==> config.mk <==
export PLATFORM = sky130hd
export DESIGN_NAME = mp_stage_ctrl
export DESIGN_NICKNAME = d
export VERILOG_FILES = /design/src/rtl/mp_stage_pkg.sv /design/src/rtl/mp_req_delay.sv /design/src/rtl/mp_c_join.sv /design/src/rtl/mp_toggle.sv /design/src/rtl/mp_word_reg.sv /design/src/rtl/mp_stage_ctrl.sv
export SDC_FILE = /design/constraint.sdc
export NUM_CORES = 1
export LEC_CHECK = 0
export CORE_MARGIN = 2
export CORE_UTILIZATION = 42
export DETAILED_ROUTE_END_ITERATION = 12
export PLACE_DENSITY = 0.81
export SYNTH_ARGS = -nofsm -noshare
export SYNTH_HDL_FRONTEND = slang
export SYNTH_HIERARCHICAL = 1
export SYNTH_SLANG_ARGS = --single-unit
==> constraint.sdc <==
create_clock -name clk_i -period 4.5 [get_ports clk_i]
set_input_delay 0.9 -clock clk_i [delete_from_list [all_inputs] [get_ports clk_i]]
set_output_delay 0.9 -clock clk_i [all_outputs]
set_load 0.01 [all_outputs]
==> src/rtl/mp_stage_pkg.sv <==
package mp_stage_pkg;

  // source of the outgoing request wire
  typedef enum logic {
    REQ_VIA_TOGGLE = 1'b0,
    REQ_FROM_JOIN  = 1'b1
  } req_src_e;

  // C-element fed with the request and the inverted acknowledge
  function automatic logic c_join(input logic req, input logic ack, input logic prev);
    return (req != ack) ? req : prev;
  endfunction

endpackage

==> src/rtl/mp_req_delay.sv <==
module mp_req_delay #(
  parameter int unsigned DLY = 2
) (
  input  logic clk_i,
  input  logic rst_ni,
  input  logic clr_i,
  input  logic req_i,
  output logic req_o
);

  if (DLY == 0) begin : g_none
    logic unused_pins;
    assign unused_pins = clk_i ^ rst_ni ^ clr_i;
    assign req_o = req_i;
  end else begin : g_line
    logic [DLY-1:0] sh_q;

    always_ff @(posedge clk_i or negedge rst_ni) begin
      if (!rst_ni) begin
        sh_q <= '0;
      end else if (clr_i) begin
        sh_q <= '0;
      end else begin
        sh_q[0] <= req_i;
        for (int i = 1; i < DLY; i++) sh_q[i] <= sh_q[i-1];
      end
    end

    assign req_o = sh_q[DLY-1];

    p_line_clear_r8: assert property (@(posedge clk_i) disable iff (!rst_ni)
      clr_i |=> (req_o == 1'b0));
  end

endmodule

==> src/rtl/mp_c_join.sv <==
module mp_c_join
  import mp_stage_pkg::*;
(
  input  logic clk_i,
  input  logic rst_ni,
  input  logic clr_i,
  input  logic req_i,
  input  logic ack_i,
  output logic c_o,
  output logic fire_o
);

  logic c_q;
  logic c_d;

  always_comb c_d = c_join(req_i, ack_i, c_q);

  assign fire_o = !clr_i && (c_d != c_q);

  always_ff @(posedge clk_i or negedge rst_ni) begin
    if (!rst_ni)     c_q <= 1'b0;
    else if (clr_i)  c_q <= 1'b0;
    else             c_q <= c_d;
  end

  assign c_o = c_q;

  // waiting on downstream: join state frozen
  p_hold_until_ack_r4: assert property (@(posedge clk_i) disable iff (!rst_ni)
    (c_q != ack_i) && !clr_i |=> $stable(c_q));

  // join moves only toward the request
  p_join_to_req_r6: assert property (@(posedge clk_i) disable iff (!rst_ni)
    !clr_i && (c_q == req_i) |=> $stable(c_q));

endmodule

==> src/rtl/mp_toggle.sv <==
module mp_toggle #(
  parameter bit INIT = 1'b0
) (
  input  logic clk_i,
  input  logic rst_ni,
  input  logic clr_i,
  input  logic in_i,
  output logic t_o
);

  logic in_q;
  logic t_q;

  always_ff @(posedge clk_i or negedge rst_ni) begin
    if (!rst_ni) begin
      in_q <= 1'b0;
      t_q  <= INIT;
    end else if (clr_i) begin
      in_q <= 1'b0;
      t_q  <= INIT;
    end else begin
      in_q <= in_i;
      if (in_i != in_q) t_q <= ~t_q;
    end
  end

  assign t_o = t_q;

  p_one_flip_r5: assert property (@(posedge clk_i) disable iff (!rst_ni)
    !clr_i && (in_i != in_q) |=> (t_q != $past(t_q)));

  p_no_flip_r5: assert property (@(posedge clk_i) disable iff (!rst_ni)
    !clr_i && (in_i == in_q) |=> $stable(t_q));

endmodule

==> src/rtl/mp_word_reg.sv <==
module mp_word_reg #(
  parameter int unsigned W = 16
) (
  input  logic         clk_i,
  input  logic         rst_ni,
  input  logic         clr_i,
  input  logic         cap_i,
  input  logic [W-1:0] d_i,
  output logic [W-1:0] q_o
);

  logic [W-1:0] q_q;

  always_ff @(posedge clk_i or negedge rst_ni) begin
    if (!rst_ni)     q_q <= '0;
    else if (clr_i)  q_q <= '0;
    else if (cap_i)  q_q <= d_i;
  end

  assign q_o = q_q;

endmodule

==> src/rtl/mp_stage_ctrl.sv <==
module mp_stage_ctrl
  import mp_stage_pkg::*;
#(
  parameter int unsigned DATA_W  = 16,
  parameter int unsigned REQ_DLY = 2,
  parameter req_src_e    REQ_SRC = REQ_VIA_TOGGLE,
  parameter bit          CAP_INIT = 1'b0
) (
  input  logic              clk_i,
  input  logic              rst_ni,
  input  logic              clr_i,
  input  logic              req_i,
  input  logic [DATA_W-1:0] data_i,
  output logic              ack_o,
  output logic              req_o,
  output logic [DATA_W-1:0] data_o,
  input  logic              ack_i,
  output logic              cap_o
);

  logic req_d;
  logic join_q;
  logic join_fire;
  logic tgl;

  mp_req_delay #(.DLY(REQ_DLY)) u_dly (
    .clk_i (clk_i),
    .rst_ni(rst_ni),
    .clr_i (clr_i),
    .req_i (req_i),
    .req_o (req_d)
  );

  mp_c_join u_join (
    .clk_i (clk_i),
    .rst_ni(rst_ni),
    .clr_i (clr_i),
    .req_i (req_d),
    .ack_i (ack_i),
    .c_o   (join_q),
    .fire_o(join_fire)
  );

  mp_toggle #(.INIT(CAP_INIT)) u_tgl (
    .clk_i (clk_i),
    .rst_ni(rst_ni),
    .clr_i (clr_i),
    .in_i  (join_q),
    .t_o   (tgl)
  );

  mp_word_reg #(.W(DATA_W)) u_word (
    .clk_i (clk_i),
    .rst_ni(rst_ni),
    .clr_i (clr_i),
    .cap_i (join_fire),
    .d_i   (data_i),
    .q_o   (data_o)
  );

  assign ack_o = join_q;
  assign cap_o = tgl;

  if (REQ_SRC == REQ_FROM_JOIN) begin : g_fast
    assign req_o = join_q;
  end else begin : g_safe
    // toggle output re-based to a zero start
    assign req_o = tgl ^ CAP_INIT;

    p_req_lag_r3: assert property (@(posedge clk_i) disable iff (!rst_ni)
      !clr_i && (ack_o != req_o) |=> (req_o == $past(ack_o)));
  end

  p_clear_r8: assert property (@(posedge clk_i) disable iff (!rst_ni)
    clr_i |=> !ack_o && !req_o && (cap_o == CAP_INIT) && (data_o == '0));

  p_ack_follows_req_r6: assert property (@(posedge clk_i) disable iff (!rst_ni)
    $past(!clr_i) && !$stable(ack_o) |-> (ack_o == $past(req_d)));

  p_fire_ready_r4: assert property (@(posedge clk_i) disable iff (!rst_ni)
    $past(!clr_i) && !$stable(ack_o) |-> ($past(ack_i) == $past(ack_o)));

  p_data_hold_r7: assert property (@(posedge clk_i) disable iff (!rst_ni)
    $past(!clr_i) && $stable(ack_o) |-> $stable(data_o));

endmodule

# Word level (Yosys, flattened, before mapping)
# Cells that the tools add are included.
# op_classes
n_reduce_logical	4
n_eq_ne	3
muxes	8
bitwise	1
# ops
operator	n
two-way mux 16 bit	2
two-way mux 1 bit	5
nonzero test 2 bit	2
inequality test 1 bit	3
two-way mux 2 bit	1
logical AND 1 bit	1
zero test 1 bit	1
NOT 1 bit	1
# word_totals
wordCells	21
register_bits	21
inputBits	21

# Longest topological paths before layout
# Gate-level depths: netlist of run 1.
# depth
depth_word	6
depth_mapped	6
depth_no_buf	4

# By module
# Netlist of run 1, hierarchy kept.
# modules_own_cells
mod	area_each_um2	n_inst	cells_per_inst
mp_word_reg	660.6	1	52
mp_toggle	82.6	1	5
mp_c_join	71.3	1	7
mp_req_delay	62.6	1	4
mp_stage_ctrl	7.5	1	1

# Least setup slack after synthesis of run 1
# Ideal clock, no wire load.
# synth_timing
path_type	in2reg
startpoint	input port clr_i
endpoint	register u_word.q_q[10] (netlist: u_word/q_o[10])
setup_time_ps	121
slack_ps	2401
arrival_time_ps	1978
required_ps	4379
path_stages	6
path_buffers	2
cell_sequence	or4bb_1 o31ai_1 buf_6 buf_12 mux2i_1 nor2_1
# synth_via
elab_chain_cells	3
elab_cells_between_ends	4
classes_between	mux (1); reduce/logical (3)
# synth_rtl
item	line	text
from (decl)	mp_stage_ctrl.sv:11	input logic clr_i,
zero test 1 bit	mp_c_join.sv:18	assign fire_o = !clr_i && (c_d != c_q);
logical AND 1 bit	mp_c_join.sv:18	
net join_fire	mp_stage_ctrl.sv:23	logic join_fire;
nonzero test 2 bit (no source line)	--	
to (signal assigned)	mp_word_reg.sv:17	else if (cap_i) q_q <= d_i;
to (decl)	mp_word_reg.sv:12	logic [W-1:0] q_q;
# The timed path passes the listed nets, and every way through them passes these cells.
# A chain may end at the register's enable or synchronous reset.

# Worst setup path after layout of run 1
# layout_timing
startpoint	input port clr_i
endpoint	register u_word.q_q[7] (netlist: u_word/q_o[7])
# Same word-level chain as after synthesis.

==> results of run 1 <==
==> cells in the final DEF (no fill, tap or decap) <==
| master | Yosys | final |
|---|---|---|
| mux2i_1 | 16 | 16 |
| xnor3_1 | 1 | 1 |
| dfrtp_1 | 21 | 21 |
| or4bb_1 | 1 | 1 |
| clkdlybuf4s50_1 | 0 | 39 |
| nor2b_1 | 3 | 3 |
| o22ai_1 | 1 | 1 |
| nor2_1 | 17 | 17 |
| nand2b_1 | 1 | 1 |
| o31ai_4 | 0 | 1 |
| clkinv_2 | 0 | 1 |
| clkbuf_4 | 0 | 3 |
| and2b_1 | 1 | 1 |
| or2b_1 | 1 | 1 |
==> report_power, final <==
| group | total, mW | internal, mW | switching (mW) | leakage, nW |
|---|---|---|---|---|
| logic | 0.0439 | 0.0274 | 0.0165 | 0.230 |
| clock network | 0.0885 | 0.0331 | 0.0555 | 0.0177 |
| registers | 0.195 | 0.193 | 0.00243 | 0.290 |
| total | 0.327 | 0.253 | 0.0744 | 0.538 |
==> worst min-delay path by stage <==
stage	to	cells past startpoint	startpoint
after floorplan	u_dly/g_line.sh_q[1]	1	u_dly/g_line.sh_q[0]
after CTS	u_dly/g_line.sh_q[1]	1	u_dly/g_line.sh_q[0]
after detailed placement	u_dly/g_line.sh_q[1]	1	u_dly/g_line.sh_q[0]
after global placement	u_dly/g_line.sh_q[1]	1	u_dly/g_line.sh_q[0]
final	u_dly/g_line.sh_q[1]	1	u_dly/g_line.sh_q[0]
after global routing	u_dly/g_line.sh_q[1]	1	u_dly/g_line.sh_q[0]
==> flip-flops by register name, indices dropped and copies added (netlist names) <==
name and count:
u_word/q_o 16, u_tgl/in_q 1, u_tgl/t_o 1, u_dly/g_line.sh_q 2
u_join/c_o 1
==> per-stage QoR <==
stage / utilization, % / setup WS, ns / instances / power (mW) / hold slack [ns]
final: 65.72 / 1.525 / 134 / 0.3274 / 0.4727
after global routing: 65.72 / 1.316 / 134 / 0.3414 / 0.5118
after CTS: 65.72 / 1.487 / 134 / 0.3316 / 0.4737
after detailed placement: 64.33 / 1.158 / 130 / 0.2434 / 0.4475
after global placement: 64.33 / 1.235 / 130 / 0.2420 / 0.4429
after floorplan: - / 2.401 / 69 / 0.2135 / 0.4385
==> layout make-up <==
| type | count | area, µm² |
|---|---|---|
| flip-flops and latches | 21 | 525.5 |
| repair buffers | 39 | 390.4 |
| fillers | 162 | 679.4 |
| clock inverters | 1 | 5.005 |
| well taps | 27 | 33.78 |
| clock buffers | 3 | 22.52 |
| multi-input cells | 43 | 325.3 |
==> per-layer routing <==
layer  vias to the layer above  track usage (%)
met5                         -                0
met2                        22            27.11
li1                        304                -
met3                         2            3.333
met4                         0            6.944
met1                       289            17.62
==> cells by family (layout without fill, tap and decap cells) <==
logic type,after synthesis,count (layout),share of synthesized area (%)
and+or+nand+nor,24,24,13.01
DFF,21,21,59.41
muxes,16,16,18.10
buffers and inverters,5,43,5.374
AOI/OAI and AO/OA,2,2,1.557
xor gates and xnor gates,1,1,2.546
==> metrics.md, run 1 <==
| Metric | Value |
|---|---|
| Outcome | `complete, no violations` |
| Post-Syn Area | `884.6 µm²` |
| Worst Max-Slew Pin Slew | `0.9877 ns` |
| First-pass GRT wire length | `2891 µm` |
| CP startpoint | `clr_i` |
| Syn Nets | `90` |
| CP Launch Type | `input port` |
| Leakage | `approximately 0.54 nW` |
| Die area | `0.002490 mm²` |
| IO Pins | `40` |
| Area Growth Syn to Fin | `47.24%` |
| Pin count of the biggest net entering global routing | `25` |
| Crit path max fanout | `24` |
| Detailed-route DRC error count | `0` |
| Clk slew on worst S/H paths | `0.12 ns` |
| Vias/cell | `4.604` |
| Net count, final | `129` |
| Iteration-0 DRC Markers | `5` |
| Post-synth EDFFs | `0` |
| Syn Area/Cell | `12.82 µm²` |
| Post-synthesis register bit count | `21` |
| Pins Over Slew Limit | `0` |
| Detailed Place HPWL | `1276 µm` |
| CTS Buf Count | `3` |
| CP delay by family, top | `compound AO/OA/AOI/OAI gates` |
| DR pass1 iterations | `3` |
| Met3 WL | `100 µm` |
| Final Setup Violations | `0` |
| Layout cells sized above 1 | `4.673%` |
| GP Congestion | `roughly 0.66` |
| GRT Util Overall | `15.36%` |
| Core footprint | `0.001982 mm²` |
| Worst R2R Start | `u_join/c_o` |
| Final wirelength | `1720 µm` |
| Initial antenna violation count | `0` |
| Commonest cells post-synth | `dfrtp_1, nor2_1, mux2i_1` |
| Crit path kind | `input port to flip-flop` |
| Post-Syn Instances | `69` |
| Crit. path cell count | `4` |
| Top achievable clock speed | `336.1 MHz` |
| Metal2 WL | `897 µm` |
| Clk_skew | `0.006416 ns` |
| Mean routed wirelength per cell | `12.84 µm` |
| Worst EP arrival | `3.14 ns` |
| Top cells by area, synth | `dfrtp_1, mux2i_1, nor2_1` |
| Clk root buf | `clkbuf_4` |
| Rel. slew slack | `34.16%` |
| Worst R2R Setup Slack | `around 2.7 ns` |
| M1 wire length | `708 µm` |
| RR Endpoint | `u_word/q_o[7]` |
| Crit path buffers/inverters | `1` |
| Tmin final | `slightly below 3 ns` |
| Seq/Total Area, Yosys | `59.41%` |
| H-tree depth | `1` |
| RSZ-0062 raised after global routing | `false` |
| Antenna Nets Post-Route | `0` |
| Max_cap viols | `0` |
| Ant. Diodes | `0` |
| Worst-path cell chain | `clkdlybuf4s50_1, o31ai_4, mux2i_1, nor2_1` |
| P per Cell Area | `251.4 mW/mm²` |
| Clock tree from TritonCTS | `yes` |
| Total clock sinks | `21` |
| Period utilisation layout | `between 60% and 70%` |
| Dominant cell type by area after synthesis | `dfrtp_1` |
| Post-synth top area share | `between 50% and 60%` |
| Main flop type after synthesis | `dfrtp_1` |
| Clk buf depth | `2` |
| Count leader, synth | `dfrtp_1` |
| Grt total ovfl | `0` |
| Post-route setup TNS | `0 ns` |
| Post-CTS sizing | `0` |
| Crit-path slowest cell | `o31ai_4` |
| Die X | `49.90 µm` |
| Placement row count | `16` |
| HP Class | `flip-flop to flip-flop` |
| Layout Cell Area excl Fill | `0.001303 mm²` |
| Async SR Flop Fraction | `100.0%` |
| Clock latency on the worst-skew pair | `0.30 ns` |
| Setup crit end kind | `flip-flop` |
| Netlist cell types | `16` |
| VDD IR max | `176.5 µV` |
| Setup Fix Bufs, Post-CTS | `0` |
| Input/output buffers | `39` |
| Critical Path RT | `4.66 ns` |
| Initial Util | `between 40% and 50%` |
| Hold_buf cts | `0` |
| Post-DP Area | `0.001275 mm²` |
| CP max stage delay | `1.03 ns` |
| Cells on worst reg2reg path | `3` |
| Fin. Hold Viols | `0` |
| Die Span Y | `49.90 µm` |
| Synth warn | `6` |
| CP endpoint | `u_word/q_o[7]` |
| Vias | `~600` |
| Vias in the first global route | `647` |
| Max Used Layer | `met4` |
No activity file was read; power rests on OpenSTA's default activity.
==> run 2: changes to the inputs <==
--- a/config.mk
+++ b/config.mk
@@ -6,9 +6,9 @@
 export NUM_CORES = 1
 export LEC_CHECK = 0
 export CORE_MARGIN = 2
-export CORE_UTILIZATION = 42
+export CORE_UTILIZATION = 40
 export DETAILED_ROUTE_END_ITERATION = 12
-export PLACE_DENSITY = 0.81
+export PLACE_DENSITY = 0.78
 export SYNTH_ARGS = -nofsm -noshare
 export SYNTH_HDL_FRONTEND = slang
 export SYNTH_HIERARCHICAL = 1
==> constraint.sdc (replaced) <==
create_clock -name clk_i -period 2.9 [get_ports clk_i]
set_input_delay 0.58 -clock clk_i [delete_from_list [all_inputs] [get_ports clk_i]]
set_output_delay 0.58 -clock clk_i [all_outputs]
set_load 0.01 [all_outputs]
==> metrics.md, run 2 (synthesis results as in run 1) <==
| Metric | Value |
|---|---|
| Outcome | `complete, no violations` |
| Filler instances | `181` |
| Antenna Nets Post-Route | `0` |
| Final wirelength | `1679 µm` |
| P per Cell Area | `~380 mW/mm²` |
| Critical Path RT | `3.08 ns` |
| Fin. Hold Viols | `0` |
| Initial Util | `41.18%` |
| Leakage | `0.5537 nW` |
| Clock latency on the worst-skew pair | `0.29 ns` |
| Worst Max-Slew Pin Slew | `0.9150 ns` |
| Tmin final | `roughly 2.0 ns` |
| First-pass GRT wire length | `2842 µm` |
| Top achievable clock speed | `500.1 MHz` |
| Min-delay src | `u_dly/g_line.sh_q[0]` |
| Crit path max fanout | `10` |
| Clk root buf | `clkbuf_4` |
| Total clock sinks | `21` |
| Die area | `0.002604 mm²` |
| Setup crit end kind | `flip-flop` |
| Worst-path cell chain | `clkdlybuf4s50_1, or4bb_1, o31ai_4, buf_4, mux2i_1, nor2_1` |
| DR pass1 iterations | `4` |
| Worst EP arrival | `between 2 and 2.5 ns` |
| Detailed Place HPWL | `1245 µm` |
| Area Growth Syn to Fin | `49.93%` |
| CP Launch Type | `input port` |
| Post-route setup TNS | `0 ns` |
| Commonest non-fill, non-tap cells in the layout | `clkdlybuf4s50_1, dfrtp_1, nor2_1` |
| RSZ-0062 raised after global routing | `false` |
| CP max stage delay | `0.53 ns` |
| Crit-path slowest cell | `or4bb_1` |
| Commonest non-fill, non-tap cell in the layout | `clkdlybuf4s50_1` |
| Input/output buffers | `39` |
| GRT Util Overall | `14.45%` |
| Layout cells sized above 1 | `between 7 and 8%` |
| Worst R2R Setup Slack | `between 1 and 1.5 ns` |
| Max reg flops | `16` |
| HP Class | `flip-flop to flip-flop` |
| Hold_buf cts | `0` |
| GP Congestion | `0.6518` |
| CTS Buf Count | `3` |
| Crit path kind | `input port to flip-flop` |
| Detailed-route DRC error count | `0` |
| H-tree depth | `1` |
| Final Setup Violations | `0` |
| Power Total | `between 500 and 600 µW` |
| Die Span Y | `between 50 and 60 µm` |
| Clk buf depth | `2` |
| Grt total ovfl | `0` |
| Clock tree from TritonCTS | `yes` |
| Crit path buffers/inverters | `2` |
| CP delay by family, top | `buffers and inverters` |
| Ant. Diodes | `0` |
| Core footprint | `0.002148 mm²` |
| Setup Fix Bufs, Post-CTS | `0` |
| Max_cap viols | `0` |
| Iteration-0 DRC Markers | `5` |
| Initial antenna violation count | `0` |
| Worst R2R Start | `u_join/c_o` |
| Clk_skew | `~0.0060 ns` |
| IO Pins | `40` |
| Period utilisation layout | `68.96%` |
| RR Endpoint | `u_word/q_o[11]` |
| Placement row count | `17` |
| Vias/cell | `4.514` |
| Vias in the first global route | `641` |
| Pin count of the biggest net entering global routing | `24` |
| Net count, final | `132` |
| Rel. slew slack | `38.81%` |
| Die X | `between 50 and 60 µm` |
| Cells on worst reg2reg path | `5` |
| WHS Path Cells | `1` |
| VDD IR max | `282.5 µV` |
| Post-CTS sizing | `0` |
| Mean routed wirelength per cell | `12.17 µm` |
| Hold Path Sink | `u_dly/g_line.sh_q[1]` |
| Pins Over Slew Limit | `0` |
| Vias | `a little over 600` |
| Clk slew on worst S/H paths | `roughly 0.11 ns` |
| Worst hold margin | `0.4884 ns` |
## run 2: per-stage QoR
stage / instance area (µm²) / setup WS [ns] / util, % / cells
global placement: 1299 / 0.6465 / 60.45 / 134
CTS: 1326 / 0.8991 / 61.74 / 138
floorplan: 884.6 / 1.121 / - / 69
detailed placement: 1299 / 0.5846 / 60.45 / 134
global route: 1326 / 0.8245 / 61.74 / 138
finish: 1326 / 0.9003 / 61.74 / 138
## run 2: routing by layer
metal  part of all wire [%]  track usage (%)  vias to the layer above  routed length [µm]
met5                      0                0                        -                   0
met4                      0            4.054                        0                   0
met3                    9.2            3.801                        0                 154
met2                     46            23.59                       27                 767
met1                     45            18.96                      286                 756
li1                       -                -                      310                   -
## run 2: power breakdown
part	switching [mW]	internal, mW
logic	0.0258	0.0440
clock network	0.0792	0.0512
registers	0.00358	0.299
## run 2: how the worst max path moves through the flow
stage | to | depth (start not counted) | slack (ns) | from
2_1_floorplan | u_word/q_o[10] | 6 | 1.12 | clr_i
3_3_place_gp | u_word/q_o[8] | 6 | 0.65 | clr_i
3_5_place_dp | u_word/q_o[11] | 6 | 0.58 | clr_i
4_1_cts | ack_o | 1 | 0.90 | u_join/c_o
5_1_grt | ack_o | 1 | 0.82 | u_join/c_o
6_report | u_word/q_o[11] | 6 | 0.90 | clr_i
## run 2: cell type report
class | instances | area, µm² | area share, %
Sequential cell | 21 | 525.5 | 39.62
Tap cell | 28 | 35.03 | 2.642
Timing Repair Buffer | 42 | 412.9 | 31.13
Clock inverter | 1 | 5.005 | 0.3774
Multi-Input combinational cell | 43 | 325.3 | 24.53
Clock buffer | 3 | 22.52 | 1.698
## run 2: worst reg2reg max path, delay by kind of cell, from the launching register on
family                 cells  cell delay [ns]
AOI/OAI and AO/OA          1             0.09
and+or+nand+nor            2             0.64
DFF                        1             0.50
muxes                      1             0.25
buffers and inverters      1             0.25
==> run 3: changes to the inputs <==
--- a/config.mk
+++ b/config.mk
@@ -6,9 +6,9 @@
 export NUM_CORES = 1
 export LEC_CHECK = 0
 export CORE_MARGIN = 2
-export CORE_UTILIZATION = 40
+export CORE_UTILIZATION = 36
 export DETAILED_ROUTE_END_ITERATION = 12
-export PLACE_DENSITY = 0.78
+export PLACE_DENSITY = 0.74
 export SYNTH_ARGS = -nofsm -noshare
 export SYNTH_HDL_FRONTEND = slang
 export SYNTH_HIERARCHICAL = 1
==> constraint.sdc (replaced) <==
create_clock -name clk_i -period 1.8 [get_ports clk_i]
set_input_delay 0.36 -clock clk_i [delete_from_list [all_inputs] [get_ports clk_i]]
set_output_delay 0.36 -clock clk_i [all_outputs]
set_load 0.01 [all_outputs]
==> metrics.md, run 3 (synthesis results as in run 1) <==
| Metric | Value |
|---|---|
| H-tree depth | `1` |
| Crit path kind | `input port to flip-flop` |
| GR Layer Usage met2 | `26.54%` |
| Commonest non-fill, non-tap cell in the layout | `clkdlybuf4s50_1` |
| Total clock sinks | `21` |
| RSZ-0062 raised after global routing | `false` |
| GP Congestion | `around 0.63` |
| Crit-path slowest cell | `or4bb_1` |
| Hold_buf cts | `0` |
| Net count, final | `around 140` |
| Worst-path cell chain | `clkdlybuf4s50_1, or4bb_1, o31ai_4, buf_4, mux2i_1, nor2_1` |
| Pin count of the biggest net entering global routing | `24` |
| Worst R2R Setup Slack | `0.11 ns` |
| Worst EP arrival | `1.95 ns` |
| VDD IR max | `~370 µV` |
| CP max stage delay | `0.54 ns` |
| Placement row count | `17` |
| Die Span Y | `roughly 54 µm` |
| Clk buf depth | `2` |
| Vias in the first global route | `700` |
| Tmin final | `1.748 ns` |
| Leakage | `0.6003 nW` |
| Detailed-route DRC error count | `0` |
| Clk slew on worst S/H paths | `0.12 ns` |
| Max_cap viols | `0` |
| Vias | `675` |
| Max reg flops | `16` |
| Clock tree from TritonCTS | `yes` |
| Top achievable clock speed | `~570 MHz` |
| Final Setup Violations | `0` |
| Global route hottest layer | `met2` |
| Final wirelength | `1840 µm` |
| Worst Max-Slew Pin Slew | `approximately 0.34 ns` |
| Cells on worst reg2reg path | `5` |
| Initial Util | `between 30% and 40%` |
| Mean routed wirelength per cell | `12.87 µm` |
| M1 GR Usage | `16.85%` |
| DR pass1 iterations | `2` |
| Grt total ovfl | `0` |
| Period utilisation layout | `between 90% and 100%` |
| Setup crit end kind | `flip-flop` |
| Final core utilization | `60.58%` |
| Pins Over Slew Limit | `0` |
| Post-route setup TNS | `0 ns` |
| Clk_skew | `between 0.002 and 0.0025 ns` |
| Layout cells sized above 1 | `11.30%` |
| Initial antenna violation count | `0` |
| Detailed Place HPWL | `1373 µm` |
| CTS Buf Count | `3` |
| Die X | `about 54 µm` |
| IO Pins | `40` |
| Iteration-0 DRC Markers | `2` |
| Antenna Nets Post-Route | `0` |
| P per Cell Area | `just over 600 mW/mm²` |
| GRT Util Overall | `14.94%` |
| Area Growth Syn to Fin | `55.87%` |
| First-pass GRT wire length | `3049 µm` |
| Worst R2R Start | `u_dly/g_line.sh_q[1]` |
| Clock latency on the worst-skew pair | `a little over 0.3 ns` |
| Met3 Track Usage GR | `3.889%` |
| Rel. slew slack | `77.37%` |
| Clk root buf | `clkbuf_4` |
| Commonest non-fill, non-tap cells in the layout | `clkdlybuf4s50_1, dfrtp_1, nor2_1` |
| Input/output buffers | `39` |
| Core footprint | `0.002276 mm²` |
| Ant. Diodes | `0` |
| Outcome | `complete, no violations` |
| Filler instances | `191` |
| Critical Path RT | `2.00 ns` |
| Vias/cell | `approximately 4.7` |
| Fin. Hold Viols | `0` |
| Crit path max fanout | `4` |
| RR Endpoint | `u_word/q_o[13]` |
| HP Class | `input port to asynchronous set/reset pin` |
| CP Launch Type | `input port` |
| Die area | `0.002870 mm²` |
run 3: cell count changes in the layout (fill, tap and decap cells not counted):
| cell | before | now |
|---|---|---|
| dlymetal6s2s_1 | 0 | 1 |
| buf_4 | 3 | 7 |
| clkdlybuf4s50_1 | 39 | 38 |
| buf_12 | 0 | 1 |
run 3: layout make-up:
type                            count  area (µm²)  share of cell area, %
Sequential cell                    21       525.5                  38.11
Timing Repair Buffer               47       465.4                  33.76
Tap cell                           28       35.03                  2.541
Multi-Input combinational cell     43       325.3                  23.59
Clock buffer                        3       22.52                  1.633
Clock inverter                      1       5.005                 0.3630
run 3: per-layer routing:
layer | up-vias | wire [µm]
met1 | 322 | 778
met3 | 4 | 175
met2 | 32 | 866
met4 | 0 | 19
li1 | 317 | -
met5 | - | 0
run 3: critical path: cells and delay by family:
family | cells | cell delay [ns]
AO/OA/AOI/OAI | 1 | 0.13
multiplexers | 1 | 0.22
buffers and inverters | 2 | 0.64
AND/OR/NAND/NOR | 2 | 0.61
run 3: through the flow:
stage	std cells	worst slack (ns)	area (µm²)	total power, mW	hold WS, ns
after global placement	139	-0.1784	1349	0.6155	0.4471
after global routing	143	0.04325	1379	0.8791	0.3958
after detailed placement	139	-0.2791	1349	0.6184	0.4583
after CTS	143	0.05101	1376	0.8494	0.3850
final	143	0.05226	1379	0.8394	0.3754
after floorplan	69	0.1414	884.6	0.5338	0.06441
run 3: power breakdown:
| part | switching [mW] | internal (mW) |
|---|---|---|
| logic | 0.0443 | 0.0767 |
| clock network | 0.149 | 0.0831 |
| registers | 0.00492 | 0.481 |
run 3: worst max-delay path by stage:
stage / endpoint / start / slack (ns) / cells past startpoint
6_report: u_word/q_o[13] / clr_i / 0.05 / 6
5_1_grt: u_word/q_o[14] / clr_i / 0.04 / 6
4_1_cts: ack_o / u_join/c_o / 0.05 / 2
3_5_place_dp: u_word/q_o[13] / clr_i / -0.28 / 6
3_3_place_gp: u_word/q_o[14] / clr_i / -0.18 / 6
2_1_floorplan: u_word/q_o[10] / u_join/c_o / 0.14 / 6
run 3: repair_timing:
item,4_1_cts,5_1_grt
endpoints found under the setup margin,0,1
endpoints found under the hold margin,0,0
gates resized for setup,0,1
setup buffers,0,0
